### config.mk
export PLATFORM = sky130hd
export DESIGN_NAME = dispatch_throttle
export DESIGN_NICKNAME = d
export VERILOG_FILES = /design/src/rtl/throttle_pkg.sv /design/src/rtl/grant_checker.sv /design/src/rtl/budget_tracker.sv /design/src/rtl/stall_counter.sv /design/src/rtl/dispatch_throttle.sv
export SDC_FILE = /design/constraint.sdc
export NUM_CORES = 1
export LEC_CHECK = 0
export BUFFER_PORTS_ARGS = -buffer_cell sky130_fd_sc_hd__buf_2
export CORE_MARGIN = 2
export CORE_UTILIZATION = 55
export DETAILED_ROUTE_END_ITERATION = 7
export PLACE_DENSITY = 0.8
export SKIP_LAST_GASP = 1
export SYNTH_ARGS = -nofsm -noshare
export SYNTH_HDL_FRONTEND = slang
export SYNTH_HIERARCHICAL = 1
export SYNTH_SLANG_ARGS = --single-unit
### constraint.sdc
create_clock -name clk -period 4.9 [get_ports clk]
set_clock_uncertainty 0.15 [all_clocks]
set_input_delay 0 -clock clk [delete_from_list [all_inputs] [get_ports clk]]
set_output_delay 0 -clock clk [all_outputs]
set_load 0.01 [all_outputs]
### src/rtl/throttle_pkg.sv
package throttle_pkg;
    typedef enum logic [1:0] {
        CAUSE_NONE   = 2'd0,
        CAUSE_ROB    = 2'd1,
        CAUSE_RENAME = 2'd2,
        CAUSE_SCHED  = 2'd3
    } stall_cause_e;
endpackage

### src/rtl/grant_checker.sv
module grant_checker
    import throttle_pkg::*;
(
    input  logic         rob_ok,
    input  logic         ren_ok,
    input  logic         sch_ok,
    output logic         all_ok,
    output stall_cause_e cause
);
    // Fixed priority: the first missing grant in check order is reported.
    always_comb begin
        if (!rob_ok)      cause = CAUSE_ROB;
        else if (!ren_ok) cause = CAUSE_RENAME;
        else if (!sch_ok) cause = CAUSE_SCHED;
        else              cause = CAUSE_NONE;
        all_ok = rob_ok && ren_ok && sch_ok;
    end
endmodule

### src/rtl/budget_tracker.sv
module budget_tracker #(
    parameter int WIDTH = 4,
    parameter int UOP_W = 4,
    localparam int BUD_W = $clog2(WIDTH + 1)
) (
    input  logic             clk,
    input  logic             rst_n,
    input  logic             new_cycle,
    input  logic             take,
    input  logic [UOP_W-1:0] uops,
    output logic             fits,
    output logic [BUD_W-1:0] budget,
    output logic [UOP_W-1:0] carry
);
    localparam int CMP_W = ((UOP_W > BUD_W) ? UOP_W : BUD_W) + 1;
    localparam int UMAX  = (1 << UOP_W) - 1;
    localparam int CMAX  = (UMAX > WIDTH) ? (UMAX - WIDTH) : 0;

    typedef struct packed {
        logic [BUD_W-1:0] budget;
        logic [UOP_W-1:0] carry;
    } state_t;

    state_t st_q, st_d;

    logic [CMP_W-1:0] u_x, b_x, c_x, w_x;
    logic             small_fit, full_bud;

    always_comb begin
        u_x       = CMP_W'(uops);
        b_x       = CMP_W'(st_q.budget);
        c_x       = CMP_W'(st_q.carry);
        w_x       = CMP_W'(WIDTH);
        small_fit = (u_x <= b_x);
        full_bud  = (b_x == w_x);
        fits      = small_fit || full_bud;

        st_d = st_q;
        if (new_cycle) begin
            if (c_x >= w_x) begin
                st_d.budget = '0;
                st_d.carry  = UOP_W'(c_x - w_x);
            end else begin
                st_d.budget = BUD_W'(w_x - c_x);
                st_d.carry  = '0;
            end
        end else if (take) begin
            if (small_fit) begin
                st_d.budget = BUD_W'(b_x - u_x);
            end else begin
                st_d.budget = '0;
                st_d.carry  = UOP_W'(c_x + u_x - b_x);
            end
        end
    end

    always_ff @(posedge clk) begin
        if (!rst_n) begin
            st_q.budget <= BUD_W'(WIDTH);
            st_q.carry  <= '0;
        end else begin
            st_q <= st_d;
        end
    end

    assign budget = st_q.budget;
    assign carry  = st_q.carry;

    AST_BUDGET_CAP: assert property (@(posedge clk) disable iff (!rst_n)
        b_x <= w_x);
    AST_REFILL_FULL: assert property (@(posedge clk) disable iff (!rst_n)
        (new_cycle && st_q.carry == '0) |=> (st_q.budget == BUD_W'(WIDTH)));
    AST_OVERSIZE_EMPTIES: assert property (@(posedge clk) disable iff (!rst_n)
        (!new_cycle && take && !small_fit) |=> (st_q.budget == '0));
    AST_CARRY_BOUND: assert property (@(posedge clk) disable iff (!rst_n)
        c_x <= CMP_W'(CMAX));
    AST_IDLE_HOLDS: assert property (@(posedge clk) disable iff (!rst_n)
        (!new_cycle && !take) |=> (st_q.budget == $past(st_q.budget)
                                   && st_q.carry == $past(st_q.carry)));
endmodule

### src/rtl/stall_counter.sv
module stall_counter #(
    parameter int CNT_W = 32
) (
    input  logic             clk,
    input  logic             rst_n,
    input  logic             inc,
    output logic [CNT_W-1:0] count
);
    logic [CNT_W-1:0] cnt_q, cnt_d;

    always_comb begin
        cnt_d = cnt_q;
        if (inc && (cnt_q != '1)) cnt_d = cnt_q + CNT_W'(1);
    end

    always_ff @(posedge clk) begin
        if (!rst_n) cnt_q <= '0;
        else        cnt_q <= cnt_d;
    end

    assign count = cnt_q;

    AST_CNT_STEP: assert property (@(posedge clk) disable iff (!rst_n)
        (inc && cnt_q != '1) |=> (cnt_q == $past(cnt_q) + CNT_W'(1)));
    AST_CNT_SAT: assert property (@(posedge clk) disable iff (!rst_n)
        (cnt_q == '1) |=> (cnt_q == '1));
endmodule

### src/rtl/dispatch_throttle.sv
module dispatch_throttle
    import throttle_pkg::*;
#(
    parameter int WIDTH = 4,
    parameter int UOP_W = 4,
    parameter int CNT_W = 32
) (
    input  logic                         clk,
    input  logic                         rst_n,
    input  logic                         new_cycle,
    input  logic                         in_valid,
    input  logic [UOP_W-1:0]             in_uops,
    output logic                         in_ready,
    input  logic                         rob_ok,
    input  logic                         ren_ok,
    input  logic                         sch_ok,
    output logic                         stall,
    output logic [1:0]                   stall_cause,
    output logic [$clog2(WIDTH+1)-1:0]   budget,
    output logic [UOP_W-1:0]             carry,
    output logic [CNT_W-1:0]             stall_cnt_rob,
    output logic [CNT_W-1:0]             stall_cnt_ren,
    output logic [CNT_W-1:0]             stall_cnt_sch
);
    localparam int NCAUSE = 3;

    logic         all_ok, fits, take;
    stall_cause_e cause;
    logic [CNT_W-1:0] cnt_w [NCAUSE];

    grant_checker u_grants (
        .rob_ok (rob_ok),
        .ren_ok (ren_ok),
        .sch_ok (sch_ok),
        .all_ok (all_ok),
        .cause  (cause)
    );

    budget_tracker #(.WIDTH(WIDTH), .UOP_W(UOP_W)) u_budget (
        .clk       (clk),
        .rst_n     (rst_n),
        .new_cycle (new_cycle),
        .take      (take),
        .uops      (in_uops),
        .fits      (fits),
        .budget    (budget),
        .carry     (carry)
    );

    always_comb begin
        in_ready    = !new_cycle && fits && all_ok;
        take        = in_valid && in_ready;
        stall       = in_valid && !new_cycle && fits && !all_ok;
        stall_cause = cause;
    end

    for (genvar i = 0; i < NCAUSE; i++) begin : g_cnt
        stall_counter #(.CNT_W(CNT_W)) u_cnt (
            .clk   (clk),
            .rst_n (rst_n),
            .inc   (stall && (stall_cause == 2'(i + 1))),
            .count (cnt_w[i])
        );
    end

    assign stall_cnt_rob = cnt_w[0];
    assign stall_cnt_ren = cnt_w[1];
    assign stall_cnt_sch = cnt_w[2];

    AST_READY_GRANTS: assert property (@(posedge clk) disable iff (!rst_n)
        in_ready |-> (rob_ok && ren_ok && sch_ok));
    AST_TICK_BLOCKS: assert property (@(posedge clk) disable iff (!rst_n)
        new_cycle |-> !in_ready);
    AST_STALL_EXCL: assert property (@(posedge clk) disable iff (!rst_n)
        !(stall && in_ready));
    AST_STALL_HAS_CAUSE: assert property (@(posedge clk) disable iff (!rst_n)
        stall |-> (stall_cause != 2'd0));
endmodule

# == After elaboration in Yosys (flattened, before gate mapping) ==
# Cells that the tools add are included.
# word_totals
reg_bits,103
out_inout_bits,107
# classes
n_addsub,8
order_cmp,2
n_eq_ne,8
n_mux,8
n_reduce_logical,19
# op_table
operator,count
"adder 32 x 1 -> 32 bit, second input constant",3
"!= test 32 bit, second input constant",3
2-to-1 mux 7 bit,3
logical AND 1 bit,14
2-to-1 mux 2 bit,3
adder 4 bit,1
"equality test 2 bit, second input constant",2
"greater-or-equal comparator 4 x 3 -> 1 bit, second input constant",1
less-or-equal comparator 4 x 3 -> 1 bit,1
2-to-1 mux 4 bit,1
subtractor 4 x 3 -> 4 bit,1
"subtractor 4 x 3 -> 4 bit, second input constant",1
"equality test 3 bit, second input constant",1
2-to-1 mux 3 bit,1
subtractor 3 bit,1
"subtractor 3 bit, first input constant",1
"equality test 2 x 1 -> 1 bit, second input constant",1
logical NOT 1 bit,2
"!= test 2 bit, second input constant",1
AND reduction 2 bit,1
nonzero test 2 bit,1
logical OR 1 bit,1

# == Longest topological paths before layout ==
# Gate-level depths: netlist (run 1).
# depth
depth_word,7
mapped_depth,15
ltp_nobuf,13

# == By module ==
# Netlist (run 1), hierarchy kept.
# by_module_without_submodules
mod,n_inst,cells_each,area_each_um2,seq_area_each_um2
stall_counter,3,200,1704.1,640.6
budget_tracker,1,84,735.7,140.1
dispatch_throttle,1,8,72.6,0.0
grant_checker,1,4,23.8,0.0

# == Least setup slack after synthesis (run 1) ==
# OpenSTA, ideal clock, no wires.
# synth_path
path_kind,reg2reg
from,reg u_budget/budget[2] (netlist name)
to,reg g_cnt[1].u_cnt.cnt_q[31]
arrival_ns,3.598
required_time_ns,4.680
setup_slack_ns,1.082
stages_incl_launch_ff,14
cell_sequence,dfxtp_1 -> inv_1 -> ha_1 -> a211oi_2 -> a21oi_2 -> buf_6 -> o31ai_1 -> nand4bb_4 -> nor3b_1 -> nand4_1 -> or4_4 -> or3_1 -> or4_1 -> a21oi_1
# synth_via
elab_chain_len,6
elab_cells_between_ends,7
# synth_lines
element,line_no,rtl
less-or-equal comparator 4 x 3 -> 1 bit / equality test 3 bit (equally long branches),"budget_tracker.sv:34, budget_tracker.sv:35",
logical OR 1 bit (*),budget_tracker.sv:36,fits = small_fit || full_bud;
net fits,dispatch_throttle.sv:27,"logic all_ok, fits, take;"
logical AND 1 bit (*) (2 in a row),dispatch_throttle.sv:53,stall = in_valid && !new_cycle && fits && !all_ok;
logical AND 1 bit (*),dispatch_throttle.sv:61,".inc (stall && (stall_cause == 2'(i + 1))),"
logical AND 1 bit (*),stall_counter.sv:13,if (inc && (cnt_q != '1)) cnt_d = cnt_q + CNT_W'(1);
end signal: assignment,stall_counter.sv:18,else cnt_q <= cnt_d;
end: declaration,stall_counter.sv:9,"logic [CNT_W-1:0] cnt_q, cnt_d;"
# Mark *: on every way through the listed nets, which the timed path passes. The rest lies on a longest branch.
# A chain may end at the register's enable or synchronous reset.

# == Final worst setup path (run 1) ==
# layout_path
from,reg u_budget/budget[2] (netlist name)
to,reg g_cnt[1].u_cnt.cnt_q[31]
# layout_via
elab_chain_len,6
elab_cells_between_ends,7
# layout_lines
element,line_no
less-or-equal comparator 4 x 3 -> 1 bit / equality test 3 bit (equally long branches),"budget_tracker.sv:34, budget_tracker.sv:35"
logical OR 1 bit (*),budget_tracker.sv:36
net fits,dispatch_throttle.sv:27
logical AND 1 bit (*) (2 in a row),dispatch_throttle.sv:53
logical AND 1 bit (*),dispatch_throttle.sv:61
logical AND 1 bit (*),stall_counter.sv:13
# Marked as above.

==> metrics, run 1 <==
status=finished, final reports clean; clk slew on worst S/H paths=0.09 ns; Max H-tree Level=3; DRC=0; post-CTS setup buffer count=0; Unique masters post-synth=60; LEAKAGE=between 2 and 3 nW; total power=between 1 and 1.5 mW; Rel. slew slack=37.2%; most numerous cell in the Yosys netlist=dfxtp_1; Max Fclk=about 240 MHz; CP Cell Sequence=inv_1, ha_1, a211oi_2, a21oi_2, o31ai_1, nand4bb_4, nor3b_1, nand4_1, or4_4, or3_1, or4_1, a21oi_1; per-cell routed wire length=16.3 um; IR drop worst, VDD=0.131 mV; Area contributors post-synth=dfxtp_1 (35%), a21oi_1 (4.3%), o31ai_1 (4.3%); critical path class=reg2reg; share of layout cells above drive strength 1=20.9%; Worst Path Arrival=~4.3 ns; number of synthesized flops with an enable pin=0; row count=37; Mapped Area=roughly 6000 um^2; final period utilization=~86%; CP delay by family, top=simple AND/OR/NAND/NOR gates; latest clock arrival within the worst-skew pair=between 0.3 and 0.4 ns; Initial Util=a little under three fifths; Mean Syn Cell Area=around 8.5 um^2; Routed Wire Length=15200 um; total number of vias=~6k; final hold vios=0; vias in the first global route=5460; Final nets=822; IO Pins=118; Pins Over Slew Limit=0; Worst Setup End Kind=flip-flop; worst min path class=in2reg; dpl cell area=6600 um^2; Mapped Cells=around 700; vias per inst=about 6.3; FFs w/ async S/R, synth=0%; Starting DRT DRC Count=322; Largest stage delay, worst path=0.56 ns; antenna violations before repair=0; setup TNS=0 ns; GRT overflow=0; RSZ-0062 raised after global routing=false; max cap viols=0; Final Wtd Congestion=between 0.8 and 0.9; ANT cells=0; GRT Total Usage=26.2%; die height=108 um; share of Yosys cell area claimed by the top area cell type=34.7%; clock root cell=clkbuf_8; Final min period=4.19 ns; Die X=108 um; CP Launch Type=flip-flop; largest area contributor in the netlist=dfxtp_1; Post-synth top cells=dfxtp_1 (103), a21oi_1 (51), nand2_1 (50), nand3_1 (41), o31ai_1 (34); Final HPWL DP=~11000 um; CTS Hold Bufs=3; pin count of the biggest net entering global routing=38; die area=about 12000 um^2; count of state elements after synthesis=103; CTS max path bufs=2; Area Growth Syn to Fin=14.7%; syn nets=722; CTS buffer count=9; buffers and inverters on the worst path=1; fin area=6820 um^2; Sink Count=just over 100; top_reg_cell synth=dfxtp_1; PwrDens=215 nW/um^2; first-pass GRT wire length=25200 um; drt first pass iters=6; final setup fails=0; Port Buf Inserts=117; Critical Path RT=5.04 ns; CTS tree=yes; Worst-Margin Slew=0.934 ns; cts repair resizes=0; CORE AREA=roughly 10000 um^2; Detail Route Antenna Nets=0; CP Max Fanout=11; Synth Warn #=6; sequential area share after synthesis=34.7%; Crit-path slowest cell=nor3b_1
-- kinds of logic after synthesis --
group / share of synthesized area, %
AND/OR/NAND/NOR: 32.1
AO/OA/AOI/OAI: 18.6
flip-flops: 34.7
buffers and inverters: 4.61
multiplexers: 3.54
XOR/XNOR: 2.80
adder cells (fa/ha/maj): 3.66
-- cell type report --
type / instances / area, um^2
clock buffer: 12 / 145
clock inverter: 3 / 43.8
fill: 918 / 3600
inverter: 27 / 101
multi-input combinational: 528 / 3630
sequential: 103 / 2060
tap: 136 / 170
timing repair buffer: 127 / 668
-- stage by stage --
step                setup WS, ns  utilization (%)  cells  hold slack (ns)
floorplan                   1.08                -    696           -0.102
global placement           0.989             63.4    918            0.213
detailed placement         0.759             63.4    918            0.214
CTS                        0.731             65.5    936           0.0316
global route               0.322             65.5    936           0.0619
finish                     0.710             65.5    936           0.0518
-- path summary, 6_finish.rpt --
path	startpoint	to	slack, ns	cells past startpoint
worst max-delay path	u_budget/budget[2]	g_cnt[1].u_cnt/count[31]	0.71	12
worst min-delay path	in_uops[1]	u_budget/budget[1]	0.05	4
worst max register to register	u_budget/budget[2]	g_cnt[1].u_cnt/count[31]	0.71	12
worst min register to register	g_cnt[1].u_cnt/count[27]	g_cnt[1].u_cnt/count[27]	0.34	2
-- worst min-delay path, stage by stage --
cell and delay [ns]:
buf_2 0.12, fa_1 0.18, nor4_1 0.07, o21a_1 0.16
-- flip-flops by register name (all words and copies together) (netlist names) --
signal             flops
g_cnt.u_cnt/count     96
u_budget/budget        3
u_budget/carry         4
-- routing by layer --
layer / track usage, % / vias to the layer above / part of all wire (%)
met4: 8.33 / 0 / 1.2
met3: 4.10 / 15 / 4.6
li1: - / 2884 / -
met5: 0 / - / 0
met2: 44.8 / 154 / 49
met1: 33.9 / 2883 / 45
-- power by group --
| part | internal, mW | total [mW] | switching, mW |
|---|---|---|---|
| clock | 0.249 | 0.534 | 0.285 |
| combinational | 0.0313 | 0.0913 | 0.0600 |
| sequential | 0.839 | 0.842 | 0.00299 |
| total | 1.12 | 1.47 | 0.348 |
-- layout by cell type, fill, tap and decap left out, drive strengths merged, types with 7 or more instances in the layout --
master	Yosys	routed
o41ai	12	12
nor3	10	10
clkbuf	30	12
nor4	19	19
o31ai	34	34
nand4	28	28
ha	11	11
mux2i	21	21
nand2b	27	27
o211ai	7	7
and4	19	19
buf	8	124
nor2	30	30
xnor2	14	14
nand2	50	50
and3	11	11
or3	20	20
or4	39	39
a21oi	52	52
dfxtp	103	103
nand3	47	47
o21ai	10	10
inv	27	27
Note: power is estimated with default switching activity, not from simulation.
==> inputs of run 2 (changes only) <==
--- a/config.mk
+++ b/config.mk
@@ -5,11 +5,13 @@
 export SDC_FILE = /design/constraint.sdc
 export NUM_CORES = 1
 export LEC_CHECK = 0
+export ABC_AREA = 1
 export BUFFER_PORTS_ARGS = -buffer_cell sky130_fd_sc_hd__buf_2
+export CORE_ASPECT_RATIO = 2
 export CORE_MARGIN = 2
 export CORE_UTILIZATION = 55
 export DETAILED_ROUTE_END_ITERATION = 7
-export PLACE_DENSITY = 0.8
+export PLACE_DENSITY = 0.79
 export SKIP_LAST_GASP = 1
 export SYNTH_ARGS = -nofsm -noshare
 export SYNTH_HDL_FRONTEND = slang
==> run 2 against run 1 <==
Power is 20% higher. Highest routed layer unchanged. Largest power group unchanged. Critical path type unchanged. Fmax is 33% higher. Non-clock buffer count is 2 lower. Wire length is 20% higher. Sequential share of layout area is 2.9 points lower. Utilization is 1.0 points lower. Final cell count is 46% higher. Register-to-register slack better by 1.0 ns. Die area is 11% higher.
==> metrics, run 2 <==
status=finished, final reports clean; number of synthesized flops with an enable pin=0; CORE AREA=11700 um^2; Final nets=1240; most numerous cell in the Yosys netlist=nand2_1; total number of vias=7347; Rel. slew slack=45.1%; CP Launch Type=flip-flop; Reg power frac=48.7%; antenna violations before repair=0; cts repair resizes=0; drt first pass iters=7; Mapped Area=6590 um^2; LEAKAGE=3.35 nW; Area contributors post-synth=dfxtp_1 (31%), nand2_1 (18%), nor2_1 (14%); critical path class=reg2reg; ANT cells=0; Port Buf Inserts=117; setup TNS=0 ns; Max Fclk=316 MHz; CP startpoint=u_budget/budget[1]; share of Yosys cell area claimed by the top area cell type=between 30% and 40%; Final min period=about 3.2 ns; final period utilization=64.5%; IR drop worst, VDD=between 0.15 and 0.2 mV; Critical Path RT=about 5.0 ns; syn nets=1133; Final HPWL DP=13800 um; Area Growth Syn to Fin=14.4%; Final Wtd Congestion=0.945; Initial Util=56.3%; die height=159 um; Critical Path Most Common Cell=nand2_1; post-CTS setup buffer count=0; Routed Wire Length=18400 um; Mapped Cells=1107; Detail Route Antenna Nets=0; final hold vios=0; GRT Total Usage=28.2%; Switching Share=~25%; Mean Syn Cell Area=between 5 and 6 um^2; CTS max path bufs=2; critical path endpoint=g_cnt[1].u_cnt/count[17]; CP Max Fanout=13; min-delay src=sch_ok; vias in the first global route=6659; Starting DRT DRC Count=around 460; clk slew on worst S/H paths=0.07 ns; R2R depth=19; Sink Count=103; GRT overflow=0; CTS tree=yes; Pint=approximately 1.3 mW; R2R Path Start=u_budget/budget[1]; Worst Path Arrival=3.25 ns; max cap viols=0; clock root cell=clkbuf_16; pin count of the biggest net entering global routing=50; first-pass GRT wire length=29400 um; Worst Setup End Kind=flip-flop; final setup fails=0; commonest non-fill, non-tap cell in the layout=nand2_1; Synth Warn #=6; vias per inst=approximately 5.4; Comb pwr share=10.4%; Worst-Margin Slew=0.823 ns; top_reg_cell synth=dfxtp_1; max reg flops=96; Pins Over Slew Limit=0; Post-synth top cells=nand2_1 (317), nor2_1 (244), inv_1 (118), dfxtp_1 (103), nand3_1 (102); worst reg2reg setup slack=~1.7 ns; FILL cells=1147; hold_ws=0.106 ns; worst min path class=in2reg; PwrDens=233 nW/um^2; CTS Hold Bufs=4; per-cell routed wire length=13.5 um; latest clock arrival within the worst-skew pair=0.34 ns; Max H-tree Level=3; count of state elements after synthesis=103; P_sw=435 uW; share of layout cells above drive strength 1=14.0%; Crit-path slowest cell=dfxtp_1; sequential area share after synthesis=31.3%; most frequent cells in the layout=nand2_1 (317), nor2_1 (244), inv_1 (118), buf_2 (117), dfxtp_1 (103); CTS buffer count=9; CP Cell Sequence=inv_1, ha_1, nand2_1, nand2_1, nand2_1, nand2_2, o311ai_0, inv_1, nor2_1, nand2_1, nor2_1, buf_4, inv_1, nor2_1, nand2_1, nor2_1, nand4_1, nand2_1, nor2_1; largest area contributor in the netlist=dfxtp_1; RSZ-0062 raised after global routing=false; R2R Path End=g_cnt[1].u_cnt/count[17]; IO Pins=118; Unique masters post-synth=30; Clock power frac=41.0%; Die X=81.4 um; DRC=0; row count=56; FFs w/ async S/R, synth=0%; Largest stage delay, worst path=0.39 ns; die area=12900 um^2
-- run 2: changes by cell type after synthesis, moves of 27 or more --
cell,before,now
nand2_1,50,317
nor2_1,30,244
inv_1,26,118
nand3_1,41,102
o31ai_1,34,0
or4_1,33,0
nand2b_1,27,0
-- run 2: per-stage QoR --
stage	setup slack [ns]	utilization, %	cell area [um^2]	cells	power [mW]
6_report	1.74	64.4	7540	1363	1.76
5_1_grt	1.39	64.4	7540	1363	1.83
4_1_cts	1.74	64.4	7540	1363	1.77
3_5_place_dp	1.76	61.6	7210	1344	1.06
3_3_place_gp	1.86	61.6	7210	1344	1.05
2_1_floorplan	2.22	-	6590	1107	1.01
-- run 2: cell type report --
type | count | area [um^2] | share of cell area, %
flip-flops and latches | 103 | 2060 | 27.3
inverters | 120 | 450 | 5.97
well taps | 145 | 181 | 2.41
clock inverters | 3 | 43.8 | 0.581
clock buffers | 12 | 246 | 3.27
multi-input cells | 855 | 3900 | 51.7
repair buffers | 125 | 656 | 8.70
-- run 2: power groups by stage --
| stage | clock network [mW] | registers [mW] | logic (mW) |
|---|---|---|---|
| finish | 0.721 | 0.856 | 0.183 |
| global route | 0.767 | 0.857 | 0.209 |
| CTS | 0.735 | 0.856 | 0.183 |
| detailed placement | 0 | 0.875 | 0.180 |
| global placement | 0 | 0.875 | 0.176 |
| floorplan | 0 | 0.877 | 0.131 |
-- run 2: how the worst min path moves through the flow --
stage	slack, ns	to	cells after the start
5_1_grt	0.15	g_cnt[1].u_cnt/count[6]	3
3_5_place_dp	0.20	stall_cause[0]	3
4_1_cts	0.11	u_budget/budget[1]	6
2_1_floorplan	-0.06	stall_cause[0]	1
6_report	0.11	u_budget/budget[2]	8
3_3_place_gp	0.20	stall_cause[0]	3
-- run 2: logic make-up (layout without fill, tap and decap cells) --
kind of cell / after synthesis / count (layout) / share of synthesized area [%]
and+or+nand+nor: 757 / 757 / 49.0
adders and majority gates: 15 / 15 / 3.30
AOI/OAI and AO/OA: 81 / 81 / 6.57
DFF: 103 / 103 / 31.3
xor gates and xnor gates: 2 / 2 / 0.266
buffers and inverters: 149 / 260 / 9.57
-- run 2: layer usage --
| layer | share of wire (%) | GRT usage, % | wire length (um) | up-vias |
|---|---|---|---|---|
| met4 | 4.5 | 14.7 | 828 | 0 |
| li1 | - | - | - | 3745 |
| met1 | 38 | 30.0 | 6890 | 3306 |
| met3 | 4.7 | 3.64 | 862 | 57 |
| met2 | 53 | 51.5 | 9780 | 239 |
| met5 | 0 | 0 | 0 | - |
-- run 2: worst max-delay path, delay by kind of cell (launching register included) --
family          cells  cell delay (ns)
buf+inv             4             0.56
fa+ha+maj           1             0.32
simple gates       13             1.51
compound gates      1             0.12
flops               1             0.39
==> inputs of run 3 (changes only) <==
--- a/config.mk
+++ b/config.mk
@@ -5,13 +5,13 @@
 export SDC_FILE = /design/constraint.sdc
 export NUM_CORES = 1
 export LEC_CHECK = 0
-export ABC_AREA = 1
+export ABC_AREA = 0
 export BUFFER_PORTS_ARGS = -buffer_cell sky130_fd_sc_hd__buf_2
 export CORE_ASPECT_RATIO = 2
 export CORE_MARGIN = 2
-export CORE_UTILIZATION = 55
+export CORE_UTILIZATION = 50
 export DETAILED_ROUTE_END_ITERATION = 7
-export PLACE_DENSITY = 0.79
+export PLACE_DENSITY = 0.76
 export SKIP_LAST_GASP = 1
 export SYNTH_ARGS = -nofsm -noshare
 export SYNTH_HDL_FRONTEND = slang
==> constraint.sdc (replaced) <==
create_clock -name clk -period 2.9 [get_ports clk]
set_clock_uncertainty 0.15 [all_clocks]
set_input_delay 0 -clock clk [delete_from_list [all_inputs] [get_ports clk]]
set_output_delay 0 -clock clk [all_outputs]
set_load 0.01 [all_outputs]
==> run 3 against run 2 <==
The run now ends with setup timing left. Sequential power increased by 66%. Sequential cell count unchanged. Via count decreased by 11%. Wire length increased by 3.1%. Combinational power increased by 25%. First-iteration DRC count decreased by 13%. Die area decreased by 0.78%. Largest power group unchanged. Highest routed layer unchanged.
==> metrics, run 3 (synthesized netlist as in run 1, its figures left out) <==
Port Buf Inserts=117; PwrDens=374 nW/um^2; Reg power frac=46.3%; final period utilization=118%; Crit-path slowest cell=or4_4; hold path endpoint=u_budget/budget[1]; hold depth=3; total number of vias=between 6k and 7k; share of layout cells above drive strength 1=37.4%; hold_ws=0.0770 ns; pin count of the biggest net entering global routing=33; clk slew on worst S/H paths=0.07 ns; R2R Path End=g_cnt[2].u_cnt/count[31]; Worst-Margin Slew=0.904 ns; fin area=8190 um^2; Detail Route Antenna Nets=0; CP Max Fanout=3; setup TNS=-10.87 ns; Area Growth Syn to Fin=37.8%; vias in the first global route=6103; clock root cell=clkbuf_16; Comb pwr share=7.5%; Pins Over Slew Limit=0; dpl cell area=approximately 7000 um^2; worst reg2reg setup slack=-0.52 ns; critical path class=reg2reg; CTS max path bufs=2; Sink Count=103; fin util=around 70%; pre-CTS setup slack=-0.454 ns; Worst Path Arrival=3.53 ns; worst min path class=in2reg; RSZ-0062 raised after global routing=true; vias per inst=6.36; Pint=2.38 mW; ANT cells=0; CORE AREA=between 10000 and 15000 um^2; Final HPWL DP=12700 um; drt first pass iters=5; R2R Path Start=u_budget/budget[2]; Max Fclk=292 MHz; IO Pins=around 120; Routed Wire Length=18900 um; latest clock arrival within the worst-skew pair=roughly 0.34 ns; final hold vios=0; most frequent cells in the layout=buf_2 (117), dfxtp_1 (100), buf_4 (75), nand2_1 (48), a21oi_1 (39); Final Wtd Congestion=about 0.94; Rel. slew slack=39.3%; first-pass GRT wire length=around 28000 um; Cells after DPL=974; Final nets=roughly 900; antenna violations before repair=0; per-cell routed wire length=18.5 um; Largest stage delay, worst path=around 0.5 ns; worst setup margin=-0.519 ns; final setup fails=56; die area=12800 um^2; Non-Filler Instances=1025; CP Cell Sequence=inv_4, ha_4, a211oi_4, a21oi_2, o31ai_4, nand4bb_4, inv_2, and3_4, nand4_1, or4_4, or3_4, or4_4, a21oi_2; Critical Path RT=approximately 3 ns; GRT overflow=0; Worst Setup End Kind=flip-flop; total power=3.06 mW; R2R depth=13; max cap viols=0; row count=56; Starting DRT DRC Count=399; Die X=81.1 um; CTS tree=yes; CTS buffer count=9; status=finished, violations left; LEAKAGE=3.11 nW; die height=158 um; IR drop worst, VDD=between 0.4 and 0.5 mV; max reg flops=96; Max H-tree Level=3; Initial Util=roughly 51%; Switching Share=between 20% and 30%; commonest non-fill, non-tap cell in the layout=buf_2; violated checks=setup timing; GRT Total Usage=27.5%; Clock power frac=about 46%; min-delay src=rst_n; Final min period=3.42 ns; CP Launch Type=flip-flop; P_sw=683 uW; DRC=0
-- run 3: power groups by stage --
stage          logic, mW  clock network (mW)  registers (mW)
6_report           0.229                1.42            1.42
5_1_grt            0.245                1.48            1.42
4_1_cts            0.226                1.43            1.42
3_5_place_dp       0.185                   0            1.45
3_3_place_gp       0.175                   0            1.45
2_1_floorplan      0.115                   0            1.46
-- run 3: what timing repair did --
item / CTS / global route
pin swaps: 22 / 50
hold buffers: 1 / 0
setup buffers: 23 / 23
hold endpoints to repair: 4 / 0
setup endpoints to repair: 40 / 75
gates resized for setup: 21 / 91
-- run 3: cell type report --
| class | count | area (um^2) |
|---|---|---|
| inverter | 27 | 104 |
| multi-input combinational | 528 | 4170 |
| tap | 145 | 181 |
| clock inverter | 5 | 106 |
| timing repair buffer | 207 | 1320 |
| sequential | 103 | 2070 |
| fill | 912 | 3440 |
| clock buffer | 10 | 239 |
-- run 3: worst max-delay path by stage --
stage,cells past startpoint,endpoint,startpoint
CTS,12,g_cnt[0].u_cnt/count[31],u_budget/budget[2]
finish,13,g_cnt[2].u_cnt/count[31],u_budget/budget[2]
detailed placement,13,g_cnt[2].u_cnt/count[31],u_budget/budget[2]
floorplan,13,g_cnt[1].u_cnt/count[31],u_budget/budget[2]
global placement,13,g_cnt[2].u_cnt/count[31],u_budget/budget[2]
global route,13,g_cnt[2].u_cnt/count[31],u_budget/budget[2]
-- run 3: critical path, delay by kind of cell, from the launching register on --
family	cells	cell delay, ns
simple gates	6	1.81
compound gates	4	0.62
flops	1	0.36
fa+ha+maj	1	0.26
buf+inv	2	0.13
-- run 3: routing by layer --
metal	wire, um	part of all wire [%]	track usage, %	up-vias
li1	-	-	-	3020
met1	6670	35	27.6	3160
met2	10500	56	51.7	272
met3	902	4.8	3.76	64
met4	847	4.5	16.2	0
met5	0	0	0	-
